--- config.mk ---
export PLATFORM = sky130hd
export DESIGN_NAME = i2c_byte_shifter
export DESIGN_NICKNAME = d
export VERILOG_FILES = /design/src/rtl/i2c_byte_shifter.sv
export SDC_FILE = /design/constraint.sdc
export NUM_CORES = 1
export LEC_CHECK = 0
export ABC_CLOCK_PERIOD_IN_PS = 4950
export BUFFER_PORTS_ARGS = -buffer_cell sky130_fd_sc_hd__buf_2
export CORE_MARGIN = 5
export CORE_UTILIZATION = 50
export DETAILED_ROUTE_END_ITERATION = 12
export PLACE_DENSITY = 0.73
export SYNTH_ARGS = -nofsm -noshare
export SYNTH_HDL_FRONTEND = slang
export SYNTH_SLANG_ARGS = --single-unit
--- constraint.sdc ---
create_clock -name clk -period 4.95 [get_ports clk]
set_clock_uncertainty 0.2 [all_clocks]
set_input_delay 0.2475 -clock clk [delete_from_list [all_inputs] [get_ports clk]]
set_output_delay 0.2475 -clock clk [all_outputs]
set_load 0.05 [all_outputs]
--- src/rtl/i2c_byte_shifter.sv ---
module i2c_byte_shifter (
  input  logic       clk,
  input  logic       rst_n,
  input  logic       scl_in,
  input  logic       sda_in,
  input  logic       load,
  input  logic [8:0] tx_word,
  input  logic       alt_map,
  input  logic       phase_sel,
  output logic       sda_oe,
  output logic       busy,
  output logic       done,
  output logic [8:0] rx_word
);

  localparam logic [3:0] LAST = 4'd8;

  logic       scl_q;
  logic [3:0] cnt;
  logic [8:0] txr;
  logic [8:0] rxs;

  wire rise = scl_in & ~scl_q;
  wire fall = ~scl_in & scl_q;

  wire [8:0] nxt     = {rxs[7:0], sda_in};
  wire       cur_bit = (cnt == LAST) ? txr[8] : txr[3'd7 - cnt[2:0]];
  wire       use_alt = alt_map & ~phase_sel;
  wire [8:0] mapped  = use_alt ? {nxt[1], nxt[0], nxt[8:2]} : {nxt[0], nxt[8:1]};

  always_ff @(posedge clk or negedge rst_n) begin
    if (!rst_n) begin
      scl_q   <= 1'b0;
      cnt     <= '0;
      txr     <= '0;
      rxs     <= '0;
      sda_oe  <= 1'b0;
      busy    <= 1'b0;
      done    <= 1'b0;
      rx_word <= '0;
    end else begin
      scl_q <= scl_in;
      done  <= 1'b0;
      if (!busy && load) begin
        busy   <= 1'b1;
        cnt    <= '0;
        txr    <= tx_word;
        sda_oe <= ~tx_word[7];
      end else if (busy && rise) begin
        rxs <= nxt;
        if (cnt == LAST) begin
          busy    <= 1'b0;
          cnt     <= '0;
          done    <= 1'b1;
          rx_word <= mapped;
        end else begin
          cnt <= cnt + 4'd1;
        end
      end else if (fall) begin
        sda_oe <= busy ? ~cur_bit : 1'b0;
      end
    end
  end

  assert_done_single_R9: assert property (@(posedge clk) disable iff (!rst_n)
    done |=> !done);

  assert_done_ends_busy_R9: assert property (@(posedge clk) disable iff (!rst_n)
    done |-> !busy);

  assert_busy_load_ignored_R2: assert property (@(posedge clk) disable iff (!rst_n)
    (busy && load) |=> (txr == $past(txr)));

  assert_sda_scl_low_R5: assert property (@(posedge clk) disable iff (!rst_n)
    (sda_oe != $past(sda_oe)) |-> !$past(scl_in));

  assert_cnt_range_R6: assert property (@(posedge clk) disable iff (!rst_n)
    cnt <= LAST);

  assert_release_idle_R4: assert property (@(posedge clk) disable iff (!rst_n)
    (!busy && $past(!busy) && $past(fall)) |-> !sda_oe);

endmodule

# Word-level counts from Yosys, hierarchy flattened
# Cells that the tools add are included.
totals:
  in_bits: 16
  register_bits: 34
  output_inout_bits: 12
  elab_cells: 49
op_classes:
  n_lt_le_gt_ge: 1
  reduce_logical: 10
  add_sub_neg: 2
  n_eq_ne: 2
  mux: 17
  n_bitwise: 9
ops:
  columns: ["cell", "count"]
  rows:
  - ["$mux W1", 12]
  - ["$mux W4", 3]
  - ["$mux W9", 1]
  - ["$not A1 Y1", 6]
  - ["$reduce_and A2 Y1", 3]
  - ["$reduce_bool A2 Y1", 3]
  - ["$lt A3 B5 Y1 const B", 1]
  - ["$add A4 B1 Y4 const B", 1]
  - ["$eq A4 B4 Y1 const B", 1]
  - ["$and A1 B1 Y1", 3]
  - ["$bmux W1 S3", 1]
  - ["$reduce_and A3 Y1", 1]
  - ["$sub A3 B3 Y3 const A", 1]
  - ["$logic_and A1 B1 Y1", 2]
  - ["$ne A2 B2 Y1 const B", 1]
  - ["$logic_not A1 Y1", 1]

# Logic depth before layout (Yosys ltp)
logic_depth:
  word_depth: 9
  mapped_depth: 8
  depth_no_buf: 6

# Worst setup path before layout
# No wires, ideal clock.
synth_timing:
  path_kind: "register to register"
  startpoint: "register busy"
  endpoint: "register rx_word[0]"
  arrival_ps: 1383
  path_stages_with_launch: 7
  setup_time_ps: 128
  setup_slack_ps: 3239
  path_cell_list: "dfrtp_1 -> and3b_1 -> buf_2 -> nand2_2 -> buf_2 -> nand2_1 -> o21ai_0"
synth_via:
  elab_chain_len: 4
synth_rtl:
  columns: ["element", "line_no", "text"]
  rows:
  - ["start, declared", "11", "output logic busy,"]
  - ["start signal, assigned", "38", "busy <= 1'b0;"]
  - ["start signal, assigned", "45", "busy <= 1'b1;"]
  - ["start signal, assigned", "52", "busy <= 1'b0;"]
  - ["$logic_not A1 Y1", "44", "if (!busy && load) begin"]
  - ["$logic_and A1 B1 Y1", "44", null]
  - ["$not A1 Y1 (no source line)", null, null]
  - ["$reduce_and A3 Y1 (no source line) *", null, null]
  - ["end signal, assigned", "55", "rx_word <= mapped;"]
  - ["end, declared", "13", "output logic [8:0] rx_word"]
# Mark *: on every way between the ends. The rest lies on a longest branch, timed or not.
# A chain may end at the register's enable or synchronous reset.

# Worst setup path in the final report
layout_timing:
  startpoint: "input port scl_in"
  endpoint: "register rx_word[2]"
layout_via:
  elab_chain_len: 3
layout_rtl:
  columns: ["element", "line_no", "text"]
  rows:
  - ["start, declared", "4", "input logic scl_in,"]
  - ["$and A1 B1 Y1", "23", "wire rise = scl_in & ~scl_q;"]
  - ["$logic_and A1 B1 Y1", "49", "end else if (busy && rise) begin"]
  - ["$reduce_and A3 Y1 (no source line)", null, null]
# Every way passes these cells.

==> summary.txt <==
Layout
  • Share of layout cells above drive strength 1: 0.188
  • Final core utilization: 0.611
  • Diode count: 0
  • Synthesis-to-layout area growth: 19.7%
  • Fin nets: 215
  • Cell Count, Final, Fillers Out: 230
  • Finished layout cell area: 0.00182 mm^2

Setup path
  • Worst Setup Path Type: in -> reg
  • Slowest stage cell, crit path: dlygate4sd3_1
  • Worst path bufs/invs: 2
  • Max Fanout on Critical Path: 19
  • Worst setup SP type: input port
  • Crit path DAT: 1.91 ns
  • Worst reg-to-reg path cell count: 6
  • CP Data Required Time: 4.95 ns
  • Stages on the worst setup path: 6
  • CP top delay family: simple AND/OR/NAND/NOR gates
  • Worst path cell trace: dlygate4sd3_1 -> buf_2 -> and3b_1 -> nand2_2 -> nand2_1 -> o21ai_0
  • Nature of the critical path endpoint: register
  • Crit-path max cell delay: 0.52 ns

Routing
  • DR iter-0 viols: 45
  • 1st-pass router iterations: 4
  • Residual DRC count: 0
  • Via/cell ratio: 5.23
  • Post-route ant nets: 0
  • WL per Instance: 13.2 um
  • Via count: 1203
  • Total wire length: 3040 um

Clock network
  • Hold_buf cts: 12
  • Cts repair resizes: 0
  • Worst-skew pair later-pin latency: 0.32 ns
  • CTS Buffer Depth: 2
  • CTS buffer count: 5
  • Sink Count: 34
  • H-Tree Depth: 2
  • Root buffer cell: clkbuf_4
  • Post-CTS setup repair buffer count: 0
  • CTS tree: done
  • Clock-pin slew on the worst setup and hold paths: 0.09 ns

Synthesis
  • Register area share after synthesis: 0.560
  • Synth async-reset ratio: 1.00
  • Synth top area cells: dfrtp_1, nand2_1, mux2i_1
  • Post-synth top area share: 0.560
  • Yosys cell types: 27
  • Mapped Nets: 177
  • Count leader, synth: nand2_1
  • Ys flop type: dfrtp_1
  • Register bit total from synthesis: 34
  • Synth top cells by count: nand2_1, dfrtp_1, o21ai_0
  • Post-synth EDFFs: 0
  • Synth Cell Area: 0.00152 mm^2
  • Synth warn: 0
  • Syn Inst Count: 159
  • Mapped Avg Cell Area: 9.56 um^2
  • Cell accounting for the most synthesized area: dfrtp_1

Pwr
  • Share of power burned in registers: 0.497
  • LEAKAGE: 0.995 nW
  • Sw frac: 0.403
  • Comb pwr share: 0.351
  • Power Density: 495 mW/mm^2
  • P_int: 538 uW
  • Clock Power Share: 0.152
  • Sw power: 363 uW
  • VDD IR max: 0.223 mV

Global route
  • First-pass GRT wire length: 5450 um
  • All-Layer GR Usage: 0.168
  • Vias in the first global route: 1227
  • Initial antenna violation count: 0
  • Largest net degree at the start of global routing: 35
  • Global route total overflow: 0

Timing
  • RSZ-0062 raised after global routing: false
  • Worst slew pin tran: 0.776 ns
  • Fin Setup TNS: 0 ns
  • Fmax: 524 MHz
  • Crit path time final: 1.91 ns
  • Max_slew headroom: 0.482
  • Max-slew violation count: 0
  • Final worst path period share: 0.386
  • Final hold vios: 0
  • Setup violations, final: 0

Floorplan
  • Std-Cell Rows: 20
  • Die W: 65.1 um
  • Die Span Y: 65.1 um
  • Starting density of the core: 0.511
  • Total die area: 0.00424 mm^2
  • I/O pin count: 28
  • Core area: 0.00298 mm^2

Run
  • Max-cap violations: 0

Min path
  • Hold Crit Depth: 3
  • Min-delay worst type: in -> reg

Run status
  • Outcome: finished clean

Place
  • Placed inst area: 0.00165 mm^2
  • Cells after DPL: 211
  • Final HPWL DP: 2120 um
  • RD Place Congestion: 0.799
  • Port buffer count: 27
==> cells in the final DEF (no fill, tap or decap), types with 3 or more instances in the layout <==
master / n
o21ai_0: 11
nand2_1: 66
inv_1: 5
mux2i_1: 10
clkbuf_4: 5
dfrtp_1: 34
dlygate4sd3_1: 12
buf_2: 27
nand3_1: 3
==> flip-flops by register name (all words and copies together) (netlist names) <==
register	cells
busy	1
sda_oe	1
rxs	8
txr	9
scl_q	1
done	1
rx_word	9
cnt	4
==> worst paths after layout <==
check	start	endpoint	slack (ns)
setup / recovery	scl_in	rx_word[2]	3.04
hold / removal	load	busy	0.24
setup reg to reg	cnt[0]	busy	3.06
hold reg to reg	rx_word[4]	rx_word[4]	0.28
max in group asynchronous	rst_n	rxs[4]	3.77
min in group asynchronous	rst_n	rx_word[8]	0.31
==> power by group through the flow <==
stage | logic (mW) | registers (mW) | clock network, mW
floorplan | 0.192 | 0.491 | 0
global placement | 0.294 | 0.447 | 0
detailed placement | 0.307 | 0.453 | 0
CTS | 0.317 | 0.447 | 0.141
global route | 0.358 | 0.460 | 0.152
finish | 0.316 | 0.448 | 0.136
==> logic make-up (layout without fill, tap and decap cells) <==
logic type	count (synthesis)	count (layout)	share of synthesized area
flops	34	34	0.560
simple gates	78	78	0.211
compound gates	20	20	0.0848
buf+inv	13	51	0.0403
fa+ha+maj	2	2	0.0165
mux	12	12	0.0881
==> layout make-up <==
class | count | area [um^2]
multi-input cells | 112 | 608
repair buffers | 39 | 255
well taps | 33 | 41.3
inverters | 5 | 18.8
clock buffers | 7 | 45.0
flip-flops and latches | 34 | 851
fillers | 261 | 1160
==> worst register-to-register path, cell delays in order, from the launching register on <==
cell	delay, ns
dfrtp_1	0.50
inv_1	0.13
ha_1	0.24
and3b_1	0.24
nand2_2	0.25
inv_1	0.10
o21ai_0	0.16
==> layer usage <==
metal  track usage  part of all wire  up-vias
met5             0                 0        -
met4        0.0855             0.016        0
met3        0.0444             0.057        5
met2         0.300              0.51       36
met1         0.184              0.42      562
li1              -                 -      600
==> per-stage QoR <==
stage               hold WS, ns  power, mW  setup slack (ns)
finish                    0.240      0.901              3.04
global route              0.280      0.971              2.87
CTS                       0.230      0.905              3.04
detailed placement        0.150      0.760              3.03
global placement          0.140      0.741              3.20
floorplan                -0.248      0.683              3.24
Power figures use the tool's default switching activity.
